===== src/rtl/uart_tx_pkg.sv =====
package uart_tx_pkg;

  typedef enum logic {
    SH_IDLE = 1'b0,
    SH_SEND = 1'b1
  } sh_state_e;

  // Longest frame: start + data + ninth bit + stop
  function automatic int frame_bits(int data_w);
    return data_w + 3;
  endfunction

endpackage


===== src/rtl/tx_rst_sync.sv =====
module tx_rst_sync (
  input  logic clk_i,
  input  logic rst_ni,
  output logic rst_no
);
  logic [1:0] sync_q;

  always_ff @(posedge clk_i or negedge rst_ni) begin
    if (!rst_ni) sync_q <= 2'b00;
    else         sync_q <= {sync_q[0], 1'b1};
  end

  assign rst_no = sync_q[1];
endmodule


===== src/rtl/tx_hold.sv =====
module tx_hold #(
  parameter int DATA_W = 8
) (
  input  logic              clk_i,
  input  logic              rst_ni,
  input  logic              wr_i,
  input  logic              en_i,
  input  logic [DATA_W-1:0] data_i,
  input  logic              bit8_i,
  input  logic              take_i,
  output logic              acc_o,
  output logic              full_o,
  output logic [DATA_W-1:0] data_o,
  output logic              bit8_o
);
  logic              full_q, full_n;
  logic [DATA_W-1:0] data_q;
  logic              bit8_q;

  assign acc_o = wr_i & en_i & ~full_q;

  always_comb begin
    full_n = full_q;
    if (take_i)     full_n = 1'b0;
    else if (acc_o) full_n = 1'b1;
  end

  always_ff @(posedge clk_i or negedge rst_ni) begin
    if (!rst_ni) full_q <= 1'b0;
    else         full_q <= full_n;
  end

  always_ff @(posedge clk_i or negedge rst_ni) begin
    if (!rst_ni) begin
      data_q <= '0;
      bit8_q <= 1'b0;
    end else if (acc_o) begin
      data_q <= data_i;
      bit8_q <= bit8_i;
    end
  end

  assign full_o = full_q;
  assign data_o = data_q;
  assign bit8_o = bit8_q;
endmodule


===== src/rtl/tx_baud.sv =====
module tx_baud #(
  parameter int OVS = 16
) (
  input  logic clk_i,
  input  logic rst_ni,
  input  logic run_i,
  input  logic restart_i,
  input  logic dbl_i,
  input  logic tick_i,
  output logic bit_end_o
);
  localparam int CW = (OVS > 2) ? $clog2(OVS) : 1;
  localparam logic [CW-1:0] LIM_NORM = CW'(OVS - 1);
  localparam logic [CW-1:0] LIM_DBL  = CW'(OVS / 2 - 1);

  logic [CW-1:0] cnt_q, cnt_n;
  logic [CW-1:0] lim;
  logic          cnt_en;

  assign lim       = dbl_i ? LIM_DBL : LIM_NORM;
  assign bit_end_o = run_i & tick_i & (cnt_q == lim);
  assign cnt_en    = restart_i | (run_i & tick_i);

  always_comb begin
    if (restart_i || bit_end_o) cnt_n = '0;
    else                        cnt_n = cnt_q + 1'b1;
  end

  always_ff @(posedge clk_i or negedge rst_ni) begin
    if (!rst_ni)     cnt_q <= '0;
    else if (cnt_en) cnt_q <= cnt_n;
  end
endmodule


===== src/rtl/tx_shift.sv =====
module tx_shift
  import uart_tx_pkg::*;
#(
  parameter int DATA_W = 8
) (
  input  logic              clk_i,
  input  logic              rst_ni,
  input  logic              load_i,
  input  logic [DATA_W-1:0] data_i,
  input  logic              bit8_i,
  input  logic              nine_i,
  input  logic              dbl_i,
  input  logic              bit_end_i,
  output logic              busy_o,
  output logic              done_o,
  output logic              dbl_o,
  output logic              txd_o
);
  localparam int FRM_W = frame_bits(DATA_W);
  localparam int LW    = $clog2(FRM_W + 1);

  sh_state_e        st_q, st_n;
  logic [FRM_W-1:0] sh_q, sh_n;
  logic [LW-1:0]    left_q, left_n;
  logic             dbl_q, dbl_n;
  logic             upd;
  logic             bit8_or_stop;

  assign busy_o       = (st_q == SH_SEND);
  assign done_o       = busy_o & bit_end_i & (left_q == LW'(1));
  assign upd          = load_i | (busy_o & bit_end_i);
  assign bit8_or_stop = nine_i ? bit8_i : 1'b1;

  always_comb begin
    st_n   = st_q;
    sh_n   = sh_q;
    left_n = left_q;
    dbl_n  = dbl_q;
    if (load_i) begin
      st_n   = SH_SEND;
      sh_n   = {1'b1, bit8_or_stop, data_i, 1'b0};
      left_n = nine_i ? LW'(FRM_W) : LW'(FRM_W - 1);
      dbl_n  = dbl_i;
    end else if (busy_o && bit_end_i) begin
      sh_n   = {1'b1, sh_q[FRM_W-1:1]};
      left_n = left_q - 1'b1;
      if (left_q == LW'(1)) st_n = SH_IDLE;
    end
  end

  always_ff @(posedge clk_i or negedge rst_ni) begin
    if (!rst_ni) begin
      st_q   <= SH_IDLE;
      sh_q   <= '1;
      left_q <= '0;
      dbl_q  <= 1'b0;
    end else if (upd) begin
      st_q   <= st_n;
      sh_q   <= sh_n;
      left_q <= left_n;
      dbl_q  <= dbl_n;
    end
  end

  assign dbl_o = dbl_q;
  assign txd_o = busy_o ? sh_q[0] : 1'b1;
endmodule


===== src/rtl/uart_tx_dbuf.sv =====
module uart_tx_dbuf #(
  parameter int DATA_W = 8,
  parameter int OVS    = 16
) (
  input  logic              clk_i,
  input  logic              rst_ni,
  input  logic              tx_en_i,
  input  logic              nine_bit_i,
  input  logic              dbl_speed_i,
  input  logic              tick_i,
  input  logic              wr_i,
  input  logic [DATA_W-1:0] wr_data_i,
  input  logic              wr_bit8_i,
  input  logic              txc_ack_i,
  input  logic              dre_ie_i,
  input  logic              txc_ie_i,
  output logic              txd_o,
  output logic              dre_o,
  output logic              txc_o,
  output logic              dre_irq_o,
  output logic              txc_irq_o
);
  logic              rst_n;
  logic              acc, full, load;
  logic [DATA_W-1:0] hold_data;
  logic              hold_bit8;
  logic              busy, done, dbl_act, bit_end;
  logic              txc_q, txc_n;

  tx_rst_sync u_rst (
    .clk_i (clk_i),
    .rst_ni(rst_ni),
    .rst_no(rst_n)
  );

  tx_hold #(.DATA_W(DATA_W)) u_hold (
    .clk_i (clk_i),
    .rst_ni(rst_n),
    .wr_i  (wr_i),
    .en_i  (tx_en_i),
    .data_i(wr_data_i),
    .bit8_i(wr_bit8_i),
    .take_i(load),
    .acc_o (acc),
    .full_o(full),
    .data_o(hold_data),
    .bit8_o(hold_bit8)
  );

  // Held character moves in when the shifter is idle or finishing a stop bit
  assign load = full & (~busy | done);

  tx_baud #(.OVS(OVS)) u_baud (
    .clk_i    (clk_i),
    .rst_ni   (rst_n),
    .run_i    (busy),
    .restart_i(load),
    .dbl_i    (dbl_act),
    .tick_i   (tick_i),
    .bit_end_o(bit_end)
  );

  tx_shift #(.DATA_W(DATA_W)) u_shift (
    .clk_i    (clk_i),
    .rst_ni   (rst_n),
    .load_i   (load),
    .data_i   (hold_data),
    .bit8_i   (hold_bit8),
    .nine_i   (nine_bit_i),
    .dbl_i    (dbl_speed_i),
    .bit_end_i(bit_end),
    .busy_o   (busy),
    .done_o   (done),
    .dbl_o    (dbl_act),
    .txd_o    (txd_o)
  );

  always_comb begin
    txc_n = txc_q;
    if (acc)                txc_n = 1'b0;
    else if (done && !full) txc_n = 1'b1;
    else if (txc_ack_i)     txc_n = 1'b0;
  end

  always_ff @(posedge clk_i or negedge rst_n) begin
    if (!rst_n) txc_q <= 1'b0;
    else        txc_q <= txc_n;
  end

  assign dre_o     = ~full;
  assign txc_o     = txc_q;
  assign dre_irq_o = dre_o & dre_ie_i;
  assign txc_irq_o = txc_q & txc_ie_i;
endmodule


===== config.mk =====
export PLATFORM = sky130hd
export DESIGN_NAME = uart_tx_dbuf
export DESIGN_NICKNAME = d
export VERILOG_FILES = /design/src/rtl/uart_tx_pkg.sv /design/src/rtl/tx_rst_sync.sv /design/src/rtl/tx_hold.sv /design/src/rtl/tx_baud.sv /design/src/rtl/tx_shift.sv /design/src/rtl/uart_tx_dbuf.sv
export SDC_FILE = /design/constraint.sdc
export NUM_CORES = 1
export LEC_CHECK = 0
export BUFFER_PORTS_ARGS = -buffer_cell sky130_fd_sc_hd__buf_2
export CAP_MARGIN = 5
export CORE_MARGIN = 1.5
export CORE_UTILIZATION = 59
export CTS_CLUSTER_DIAMETER = 120
export CTS_CLUSTER_SIZE = 40
export DETAILED_ROUTE_END_ITERATION = 8
export PLACE_DENSITY = 0.83
export SYNTH_ARGS = -nofsm -noshare
export SYNTH_HDL_FRONTEND = slang
export SYNTH_SLANG_ARGS = --single-unit

===== constraint.sdc =====
create_clock -name clk_i -period 2.1 [get_ports clk_i]
set_input_delay 0.21 -clock clk_i [delete_from_list [all_inputs] [get_ports clk_i]]
set_output_delay 0.21 -clock clk_i [all_outputs]
set_load 0.01 [all_outputs]

After elaboration in Yosys (flattened, before gate mapping)
Index checks and enable logic that the tools add are counted.

cells by class
  add/sub/neg operators = 2
  equal/unequal tests = 2
  mux-type cells = 17
  bitwise gates (word level) = 14
  reductions and logical operators = 11

operators by type and width
  operator             number
  $mux 11              2
  $mux 4               4
  $mux 1               11
  $and 1x1->1          9
  $reduce_bool 2->1    3
  $add 4x1->4 const B  1
  $eq 4x1->1 const B   1
  $eq 4x4->1           1
  $reduce_and 2->1     2
  $sub 4x1->4 const B  1
  $or 1x1->1           3
  $reduce_and 3->1     1
  $reduce_bool 3->1    1
  $logic_and 1x1->1    2
  $not 1->1            2
  $logic_not 1->1      1
  $logic_or 1x1->1     1

word-level totals
  bits in registers = 34
  input port bits = 19
  output and inout bits = 5
  logic and storage cells = 56

Depth between registers and ports, before layout
Gate-level depths: netlist of the first run.

  word-level depth = 9
  depth in mapped cells = 7

Cells and area by module
From an unflattened synthesis of the first run, not the netlist that was laid out.

second synthesis, totals
  cells, all modules = 136
  area, all modules = 1,561.5 µm²

modules (own cells, without submodules)
  module        times used  cells each  area an instance (µm²)  seq. area each (µm²)
  tx_shift      1           74          774.5                   412.9
  tx_hold       1           24          416.6                   250.2
  tx_baud       1           26          234.0                   100.1
  uart_tx_dbuf  1           9           82.6                    25.0
  tx_rst_sync   1           3           53.8                    50.0

Worst setup path before layout of the first run
OpenSTA, ideal clock, no wires.

  path kind = reg-to-reg
  start = register u_baud.cnt_q[0]
  end = register u_baud.cnt_q[3]
  setup time = 0.081 ns
  arrival = 1.620 ns
  slack = 0.398 ns
  cell stages (with the launch flop) = 7
  period minus slack after synthesis = 1.702 ns
  cells stage by stage = dfrtp_1 > ha_1 > and4_4 > buf_6 > and2_4 > or4_4 > a31oi_2

on the way
  cells in the longest elaborated chain, start to end = 8
  elaborated cells between the ends (all ways) = 10

RTL lines
  item                      line                text
  start: declaration        tx_baud.sv:16       logic [CW-1:0] cnt_q, cnt_n;
  start signal: assignment  tx_baud.sv:31       else if (cnt_en) cnt_q <= cnt_n;
  $eq 4x4->1                tx_baud.sv:21       assign bit_end_o = run_i & tick_i & (cnt_q == lim);
  $and 1x1->1               tx_baud.sv:21
  $and 1x1->1 (2 in a row)  tx_shift.sv:30      assign done_o = busy_o & bit_end_i & (left_q == LW'(1));
  $or 1x1->1                uart_tx_dbuf.sv:51  assign load = full & (~busy | done);
  $and 1x1->1               uart_tx_dbuf.sv:51
  $logic_or 1x1->1          tx_baud.sv:25       if (restart_i || bit_end_o) cnt_n = '0;
  $mux 4                    tx_baud.sv:25

Parallel ways exist; a longest one is shown, timed or not.
A chain may end at the register's enable or synchronous reset.

Worst setup path after layout of the first run
  start = register u_shift.left_q[1]
  end = register u_shift.sh_q[9]

on the way
  cells in the longest elaborated chain, start to end = 6
  elaborated cells between the ends (all ways) = 8

RTL lines
  item                                                       line                text
  start: declaration                                         tx_shift.sv:24      logic [LW-1:0] left_q, left_n;
  start signal: assignment                                   tx_shift.sv:60      left_q <= left_n;
  $eq 4x1->1 *                                               tx_shift.sv:30
  $and 1x1->1 *                                              tx_shift.sv:30
  $or 1x1->1 *                                               uart_tx_dbuf.sv:51
  $and 1x1->1 *                                              uart_tx_dbuf.sv:51
  $reduce_bool 2->1 (no line) or $or 1x1->1 (tied branches)  -
  $reduce_and 2->1 (no line)                                 -
  end signal: assignment                                     tx_shift.sv:59      sh_q <= sh_n;
  end: declaration                                           tx_shift.sv:23      logic [FRM_W-1:0] sh_q, sh_n;

Mark *: on every way between the ends. The rest lies on a longest branch, timed or not.

==> flow_summary.json, run 1 <==
{
  "status": "complete, no violations",
  "end_kind": "flop",
  "peakVddDrop_mv": 0.886,
  "gr-usage-met1": 0.275,
  "clockPowerShare": 0.230,
  "synth_nets": 153,
  "p_leak_nw": 0.864,
  "ys_types": 37,
  "place_area_um2": 1650,
  "tightest_slew_ns": 0.509,
  "synth-seq-cells": 33,
  "slowest_delay_ns": 0.44,
  "port_buffers": 23,
  "path_max_fanout": 12,
  "clock_path_buffers": 2,
  "grt_pass1_wl_mm": 4.47,
  "cp_cell_sequence": "inv_1 > ha_1 > nor4bb_1 > a32o_1 > buf_4 > nor3_1 > a31oi_1",
  "layoutNonFillerInstCount": 191,
  "core_um2": 2450,
  "p_comb_frac": 0.246,
  "p_per_area_nw_per_um2": 1230,
  "internal_power_mw": 1.50,
  "area_delta_synth_final_pct": 15.7,
  "period_needed_ns": 1.84,
  "synth.avg_cell_area_um2": 11.5,
  "max_freq_ghz": 0.545,
  "drive_gt1_frac": 0.360,
  "antenna_found_initial": 0,
  "avgRoutedWirePerCell_um": 14.3,
  "post-cts-setup-buffers": 0,
  "start_util": 0.615,
  "fp.dieW_um": 53.6,
  "period_share": 0.874,
  "worstSkewPairLatency_ns": 0.33,
  "ant_nets": 0,
  "dp_slack_ns": 0.305,
  "power.switching_uw": 644,
  "netlist_instances": 131,
  "grt_use_met2": 0.379,
  "cts-resized-gates": 0,
  "vias_per_cell": 5.43,
  "timing.final.ws_setup_ns": 0.264,
  "hpwl_mm": 1.87,
  "die_area_um2": 2870,
  "gr-usage-met3": 0.0750,
  "ys_warn_count": 0,
  "finalSetupViolations": 0,
  "track_usage": 0.229,
  "ys.flop_type": "dfrtp_1",
  "crit_slowest_cell": "a32o_1",
  "vias": 1037,
  "hp-class": "input port to flop",
  "finalSetupTns_ns": 0,
  "seqPwrFrac": 0.524,
  "h-tree-depth": 2,
  "grt_pass1_vias": 1023,
  "grt_max_degree": 32,
  "cts_root_buf": "clkbuf_4",
  "slew_headroom": 0.660,
  "gp_congestion": 0.788,
  "hold_start": "nine_bit_i",
  "synth_area_um2": 1510,
  "die_y_um": 53.6,
  "synth_edf_count": 0,
  "cap_violations": 0,
  "multi_input_area_um2": 616,
  "critical_path_class": "flop to flop",
  "busiest_layer": "met2",
  "async_flop_share": 1.00,
  "crit_required_ns": 2.36,
  "num_rows": 18,
  "seq_area_frac_synth": 0.555,
  "clk_pin_slew_ns": 0.10,
  "r2r_start": "u_shift.left_q[1]",
  "cts_made_buffers": 5,
  "fillCellCount": 193,
  "drt_pre_antenna_iters": 4,
  "fin_area_um2": 1750,
  "grt.overflow.total": 0,
  "seq_area_um2": 838,
  "nNetsFinal": 182,
  "finalMaxSlewViolations": 0,
  "cp.arrival_ns": 2.10,
  "drtIter0Drc": 17,
  "startpoint_type": "flop",
  "drc": 0,
  "hold_viol": 0,
  "swShare": 0.301,
  "n_antenna_cell": 0,
  "dp_cells": 182,
  "wl_mm": 2.73,
  "tritoncts": "built",
  "fin_skew_ns": 0.00521,
  "final_core_util": 0.712,
  "cts_num_sinks": 33,
  "rsz0062_at_grt": "false",
  "ios": 24,
  "startpoint": "u_shift.left_q[1]"
}
[cell usage in the layout (no fill, tap or decap), types with 5 or more instances in the layout]
master    synthesis  routed
nand2_1          17      17
nand3_1           6       6
mux2i_1           8       8
dfrtp_1          23      23
mux2_2            9       9
o21ai_0          10      10
clkbuf_4          0       5
buf_2             3      23
inv_1             6       6
nor2_1            5       5
dfstp_2          10      10
[worst max-delay path, delay by kind of cell (launching register included)]
kind / cells / cell delay [ns]
buffers and inverters: 2 / 0.32
adder cells (fa/ha/maj): 1 / 0.16
AO/OA/AOI/OAI: 2 / 0.57
AND/OR/NAND/NOR: 2 / 0.30
flip-flops: 1 / 0.40
[cell usage after synthesis (all sizes together) (2+ instances only)]
cell type  number  area, µm²
dfrtp          23        576
nand2          18       70.1
dfstp          10        263
mux2           10        113
o21ai          10       50.1
mux2i           8       80.1
inv             6       22.5
nand3           6       30.0
buf             5       33.8
nor2            5       18.8
xor2            4       42.6
and2            3       21.3
ha              3       37.5
a21oi           2       10.0
a31oi           2       18.8
nor3            2       10.0
[power by group through the flow]
stage	Combinational [mW]	Sequential [mW]	Clock, mW
3_3_place_gp	0.483	1.11	0
4_1_cts	0.535	1.12	0.500
2_1_floorplan	0.416	1.08	0
5_1_grt	0.610	1.15	0.527
3_5_place_dp	0.525	1.13	0
6_report	0.527	1.12	0.493
[worst paths after layout]
path / end / slack (ns) / cells past startpoint
setup / recovery: u_shift.sh_q[9] / 0.26 / 7
hold / removal: u_shift.sh_q[9] / 0.03 / 2
setup reg to reg: u_shift.sh_q[9] / 0.26 / 7
hold reg to reg: u_hold.data_o[2] / 0.26 / 1
max in group asynchronous: u_shift.sh_q[2] / 1.53 / 1
min in group asynchronous: u_rst.sync_q[1] / 0.18 / 2
[logic make-up (layout without fill, tap and decap cells)]
group / count (synthesis) / after routing / share of synthesized area
compound gates: 19 / 19 / 0.0795
mux: 18 / 18 / 0.128
other cells: 1 / 1 / 0.00248
flops: 33 / 33 / 0.555
simple gates: 41 / 41 / 0.139
buf+inv: 11 / 41 / 0.0373
fa+ha+maj: 3 / 3 / 0.0249
xor+xnor: 5 / 5 / 0.0340
[flip-flops by register name, summed over array words and instances (netlist names)]
name            flops
u_hold.data_o       8
txc_o               1
u_shift.left_q      4
u_rst.sync_q        2
u_shift.busy_o      1
u_baud.cnt_q        4
u_shift.dbl_o       1
u_hold.bit8_o       1
u_shift.sh_q       10
u_hold.full_o       1
[layout make-up]
cell class	instances	area share
Multi-Input combinational cell	87	0.352
Sequential cell	33	0.480
Inverter	6	0.0129
Timing Repair Buffer	27	0.0845
Tap cell	30	0.0215
Clock inverter	1	0.0172
Clock buffer	7	0.0315
[metrics by stage]
step	power (mW)	hold slack [ns]
floorplan	1.50	-0.0856
global placement	1.59	-0.00524
detailed placement	1.65	-0.00437
CTS	2.16	0.0235
global route	2.29	0.0232
finish	2.14	0.0332
[metal layers]
metal,part of all wire,vias to the layer above,wire (µm)
li1,-,507,-
met1,0.43,490,1180
met2,0.49,32,1340
met3,0.057,8,156
met4,0.020,0,55
met5,0,-,0
[timing repair]
item	CTS	global route
hold buffers	1	0
endpoints found under the hold margin	2	0
endpoints found under the setup margin	0	0
Note: power is estimated with default switching activity, not from simulation.
==> inputs of run 2 (changes only) <==
--- a/config.mk
+++ b/config.mk
@@ -12,6 +12,7 @@
 export CTS_CLUSTER_DIAMETER = 120
 export CTS_CLUSTER_SIZE = 40
 export DETAILED_ROUTE_END_ITERATION = 8
+export MAX_ROUTING_LAYER = met4
 export PLACE_DENSITY = 0.83
 export SYNTH_ARGS = -nofsm -noshare
 export SYNTH_HDL_FRONTEND = slang
==> run 2 against run 1 <==
Compared with the run above: sequential share of layout area unchanged; setup slack better by 0.0092 ns; critical endpoint unchanged; flip-flop and latch count unchanged; via count up 0.58%; combinational power about the same; core utilization unchanged.
==> flow_summary.json, run 2 (same netlist as run 1, synthesis figures left out) <==
{
  "status": "complete, no violations",
  "tritoncts": "built",
  "grt_pass1_vias": 1023,
  "crit_slowest_cell": "a32o_1",
  "mostFrequentLayoutCells": "buf_2 (23), dfrtp_1 (23), nand2_1 (17), o21ai_0 (10), dfstp_2 (10)",
  "period_needed_ns": 1.83,
  "end_kind": "flop",
  "fin_skew_ns": 0.00493,
  "dp_cells": 182,
  "drc": 0,
  "hold_viol": 0,
  "antenna_found_initial": 0,
  "layoutNonFillerInstCount": 191,
  "final_core_util": 0.712,
  "p_per_area_nw_per_um2": 1220,
  "clk_pin_slew_ns": 0.09,
  "cp_cell_sequence": "inv_1 > ha_1 > nor4bb_1 > a32o_1 > buf_4 > nor3_1 > a31oi_1",
  "gp_congestion": 0.799,
  "fillCellCount": 193,
  "drive_gt1_frac": 0.360,
  "vias": 1043,
  "seq_area_um2": 838,
  "ant_nets": 0,
  "cp.arrival_ns": 2.09,
  "die_area_um2": 2870,
  "core_um2": 2450,
  "path_max_fanout": 12,
  "cts-resized-gates": 0,
  "worstRegToRegCells": 7,
  "startpoint_type": "flop",
  "finalSetupTns_ns": 0,
  "port_buffers": 23,
  "post-cts-setup-buffers": 0,
  "cts_root_buf": "clkbuf_4",
  "p_leak_nw": 0.864,
  "crit_required_ns": 2.36,
  "regMostFlops": "u_shift.sh_q",
  "worstSkewPairLatency_ns": 0.33,
  "ios": 24,
  "hold_buffers": 1,
  "drtIter0Drc": 20,
  "n_antenna_cell": 0,
  "die_y_um": 53.6,
  "fp.dieW_um": 53.6,
  "max_freq_ghz": 0.547,
  "nNetsFinal": 182,
  "cp_top_family": "compound AO/OA/AOI/OAI gates",
  "crit_buf_inv": 2,
  "drt_pre_antenna_iters": 4,
  "grt_pass1_wl_mm": 4.48,
  "num_rows": 18,
  "cp.depth": 7,
  "rsz0062_at_grt": "false",
  "area_delta_synth_final_pct": 15.7,
  "vias_per_cell": 5.46,
  "track_usage": 0.236,
  "critical_path_class": "flop to flop",
  "finalMaxSlewViolations": 0,
  "cts_made_buffers": 5,
  "hp-class": "input port to flop",
  "grt_max_degree": 32,
  "largest_reg_flops": 10,
  "hpwl_mm": 1.87,
  "multi_input_area_um2": 616,
  "holdWs_ns": 0.0341,
  "whs_path_depth": 2,
  "slowest_delay_ns": 0.43,
  "wl_mm": 2.73,
  "cap_violations": 0,
  "peakVddDrop_mv": 0.887,
  "clock_path_buffers": 2,
  "avgRoutedWirePerCell_um": 14.3,
  "start_util": 0.615,
  "grt.overflow.total": 0,
  "finalSetupViolations": 0,
  "period_share": 0.870,
  "h-tree-depth": 2,
  "cts_num_sinks": 33
}
[run 2: cell counts in the layout (fill, tap and decap cells not counted)]
Identical to the previous run, type by type.
[run 2: power by group]
| part | internal [mW] | switching, mW |
|---|---|---|
| clock network | 0.284 | 0.207 |
| registers | 0.938 | 0.181 |
| logic | 0.274 | 0.251 |
[run 2: final timing paths]
kind	start	to	slack, ns
max in group asynchronous	u_rst.sync_q[1]	u_shift.sh_q[2]	1.53
worst max register to register	u_shift.left_q[1]	u_shift.sh_q[9]	0.27
worst min-delay path	nine_bit_i	u_shift.sh_q[9]	0.03
worst max-delay path	u_shift.left_q[1]	u_shift.sh_q[9]	0.27
min in group asynchronous	rst_ni	u_rst.sync_q[1]	0.18
worst min register to register	u_rst.sync_q[1]	u_hold.data_o[2]	0.26
[run 2: metrics by stage]
stage	instance area, µm²	setup slack, ns	power [mW]
3_3_place_gp	1650	0.440	1.59
6_report	1750	0.273	2.14
3_5_place_dp	1650	0.305	1.65
2_1_floorplan	1510	0.398	1.50
4_1_cts	1750	0.292	2.16
5_1_grt	1750	0.0560	2.29
[run 2: area by class of cell]
class / instances / area share
clock inverter: 1 / 0.0172
sequential: 33 / 0.480
multi-input combinational: 87 / 0.352
clock buffer: 7 / 0.0315
inverter: 6 / 0.0129
tap: 30 / 0.0215
timing repair buffer: 27 / 0.0845
[run 2: routing by layer]
layer | track usage | wire, µm | vias up
met4 | 0.0983 | 39 | 0
met1 | 0.275 | 1150 | 501
met2 | 0.379 | 1390 | 28
li1 | - | - | 508
met5 | - | 0 | -
met3 | 0.0750 | 140 | 6
==> inputs of run 3 (changes only) <==
==> constraint.sdc (replaced) <==
create_clock -name clk_i -period 2.3 [get_ports clk_i]
set_input_delay 0.23 -clock clk_i [delete_from_list [all_inputs] [get_ports clk_i]]
set_output_delay 0.23 -clock clk_i [all_outputs]
set_load 0.01 [all_outputs]
==> run 3 against run 2 <==
Compared with the run above: non-clock buffer count decreased by 1; largest power group unchanged; combinational power down 8.4%; worst hold slack improved by 0.025 ns; setup slack improved by 0.15 ns; design area fell by 0.43%; core utilization shrank 0.31 points.
==> flow_summary.json, run 3 (same netlist as run 1, synthesis figures left out) <==
{
  "grt_pass1_vias": 1062,
  "die_y_um": 53.6,
  "start_util": 0.615,
  "end_kind": "flop",
  "n_antenna_cell": 0,
  "cap_violations": 0,
  "vias_per_cell": 5.55,
  "period_share": 0.816,
  "port_buffers": 23,
  "swShare": 0.299,
  "seqPwrFrac": 0.524,
  "fillCellCount": 187,
  "largest_reg_flops": 10,
  "hpwl_mm": 1.96,
  "rrSetupSlack_ns": 0.42,
  "grt_pass1_wl_mm": 4.54,
  "cp.arrival_ns": 2.14,
  "internal_power_mw": 1.36,
  "cts_num_sinks": 33,
  "drc": 0,
  "h-tree-depth": 2,
  "fin_skew_ns": 0.00384,
  "clk_pin_slew_ns": 0.09,
  "hp-class": "input port to flop",
  "finalSetupViolations": 0,
  "cts_root_buf": "clkbuf_4",
  "core_um2": 2450,
  "area_delta_synth_final_pct": 15.2,
  "worstSkewPairLatency_ns": 0.33,
  "cts_made_buffers": 5,
  "grt.overflow.total": 0,
  "finalSetupTns_ns": 0,
  "clockPowerShare": 0.229,
  "ant_nets": 0,
  "nNetsFinal": 181,
  "ios": 24,
  "mostFrequentLayoutCells": "buf_2 (23), dfrtp_1 (23), nand2_1 (17), o21ai_0 (10), dfstp_2 (10)",
  "period_needed_ns": 1.88,
  "num_rows": 18,
  "vias": 1055,
  "rsz0062_at_grt": "false",
  "gp_congestion": 0.808,
  "p_leak_nw": 0.858,
  "cts-resized-gates": 0,
  "tritoncts": "built",
  "path_max_fanout": 23,
  "antenna_found_initial": 0,
  "regMostFlops": "u_shift.sh_q",
  "drive_gt1_frac": 0.356,
  "drt_pre_antenna_iters": 4,
  "critical_path_class": "flop to flop",
  "die_area_um2": 2870,
  "p_per_area_nw_per_um2": 1120,
  "crit_required_ns": 2.56,
  "peakVddDrop_mv": 0.809,
  "finalMaxSlewViolations": 0,
  "drtIter0Drc": 19,
  "clock_path_buffers": 2,
  "grt_max_degree": 32,
  "power.switching_uw": 582,
  "track_usage": 0.236,
  "avgRoutedWirePerCell_um": 14.4,
  "p_total_mw": 1.95,
  "p_comb_frac": 0.247,
  "hold_viol": 0,
  "status": "complete, no violations",
  "fp.dieW_um": 53.6,
  "startpoint_type": "flop",
  "multi_input_area_um2": 616,
  "seq_area_um2": 838,
  "wl_mm": 2.74,
  "max_freq_ghz": 0.533
}
## run 3: changes by cell type in the layout (fill, tap and decap cells not counted), sizes merged
cell / change
buf: -1
## run 3: what timing repair did
item	in CTS	in global routing
setup endpoints to repair	0	0
hold buffers	1	0
buffers inserted	0	0
hold endpoints to repair	2	0
## run 3: critical path, stage by stage, from the launching register on
cell	delay (ns)
dfrtp_1	0.41
inv_1	0.08
ha_1	0.16
nor4bb_1	0.24
a32o_1	0.40
buf_4	0.31
nor3_1	0.07
a31oi_1	0.14
## run 3: final timing paths
check,from,end,depth (start not counted)
setup reg to reg,u_shift.left_q[1],u_shift.sh_q[9],7
hold / removal,nine_bit_i,u_shift.sh_q[9],2
setup / recovery,u_shift.left_q[1],u_shift.sh_q[9],7
max in group asynchronous,u_rst.sync_q[1],u_shift.sh_q[6],1
min in group asynchronous,rst_ni,u_rst.sync_q[1],2
hold reg to reg,u_rst.sync_q[1],u_baud.cnt_q[0],1
## run 3: area by class of cell
type / count / share of cell area
clock buffers: 7 / 0.0317
clock inverters: 1 / 0.0173
flip-flops and latches: 33 / 0.482
well taps: 30 / 0.0216
repair buffers: 26 / 0.0806
multi-input cells: 87 / 0.354
inverters: 6 / 0.0129
## run 3: per-stage QoR
step | hold WS (ns) | instance area [µm²] | util | cells | setup WS, ns
5_1_grt | 0.0610 | 1740 | 0.708 | 190 | 0.226
3_3_place_gp | 0.0142 | 1640 | 0.670 | 181 | 0.547
4_1_cts | 0.0510 | 1740 | 0.708 | 190 | 0.430
3_5_place_dp | 0.0157 | 1640 | 0.670 | 181 | 0.470
2_1_floorplan | -0.0656 | 1510 | - | 131 | 0.598
6_report | 0.0593 | 1740 | 0.708 | 190 | 0.422
## run 3: power groups by stage
stage | clock network (mW) | logic (mW) | registers (mW)
detailed placement | 0 | 0.484 | 1.03
global placement | 0 | 0.443 | 1.01
CTS | 0.458 | 0.490 | 1.02
global route | 0.475 | 0.548 | 1.05
finish | 0.445 | 0.481 | 1.02
floorplan | 0 | 0.380 | 0.988
## run 3: per-layer routing
layer  GRT usage  share of wire  vias up  wire length [µm]
li1            -              -      506                 -
met1       0.269           0.43      516              1180
met2       0.403           0.51       29              1410
met3      0.0750          0.045        4               124
met4      0.0641          0.011        0                29
met5           -              0        -                 0
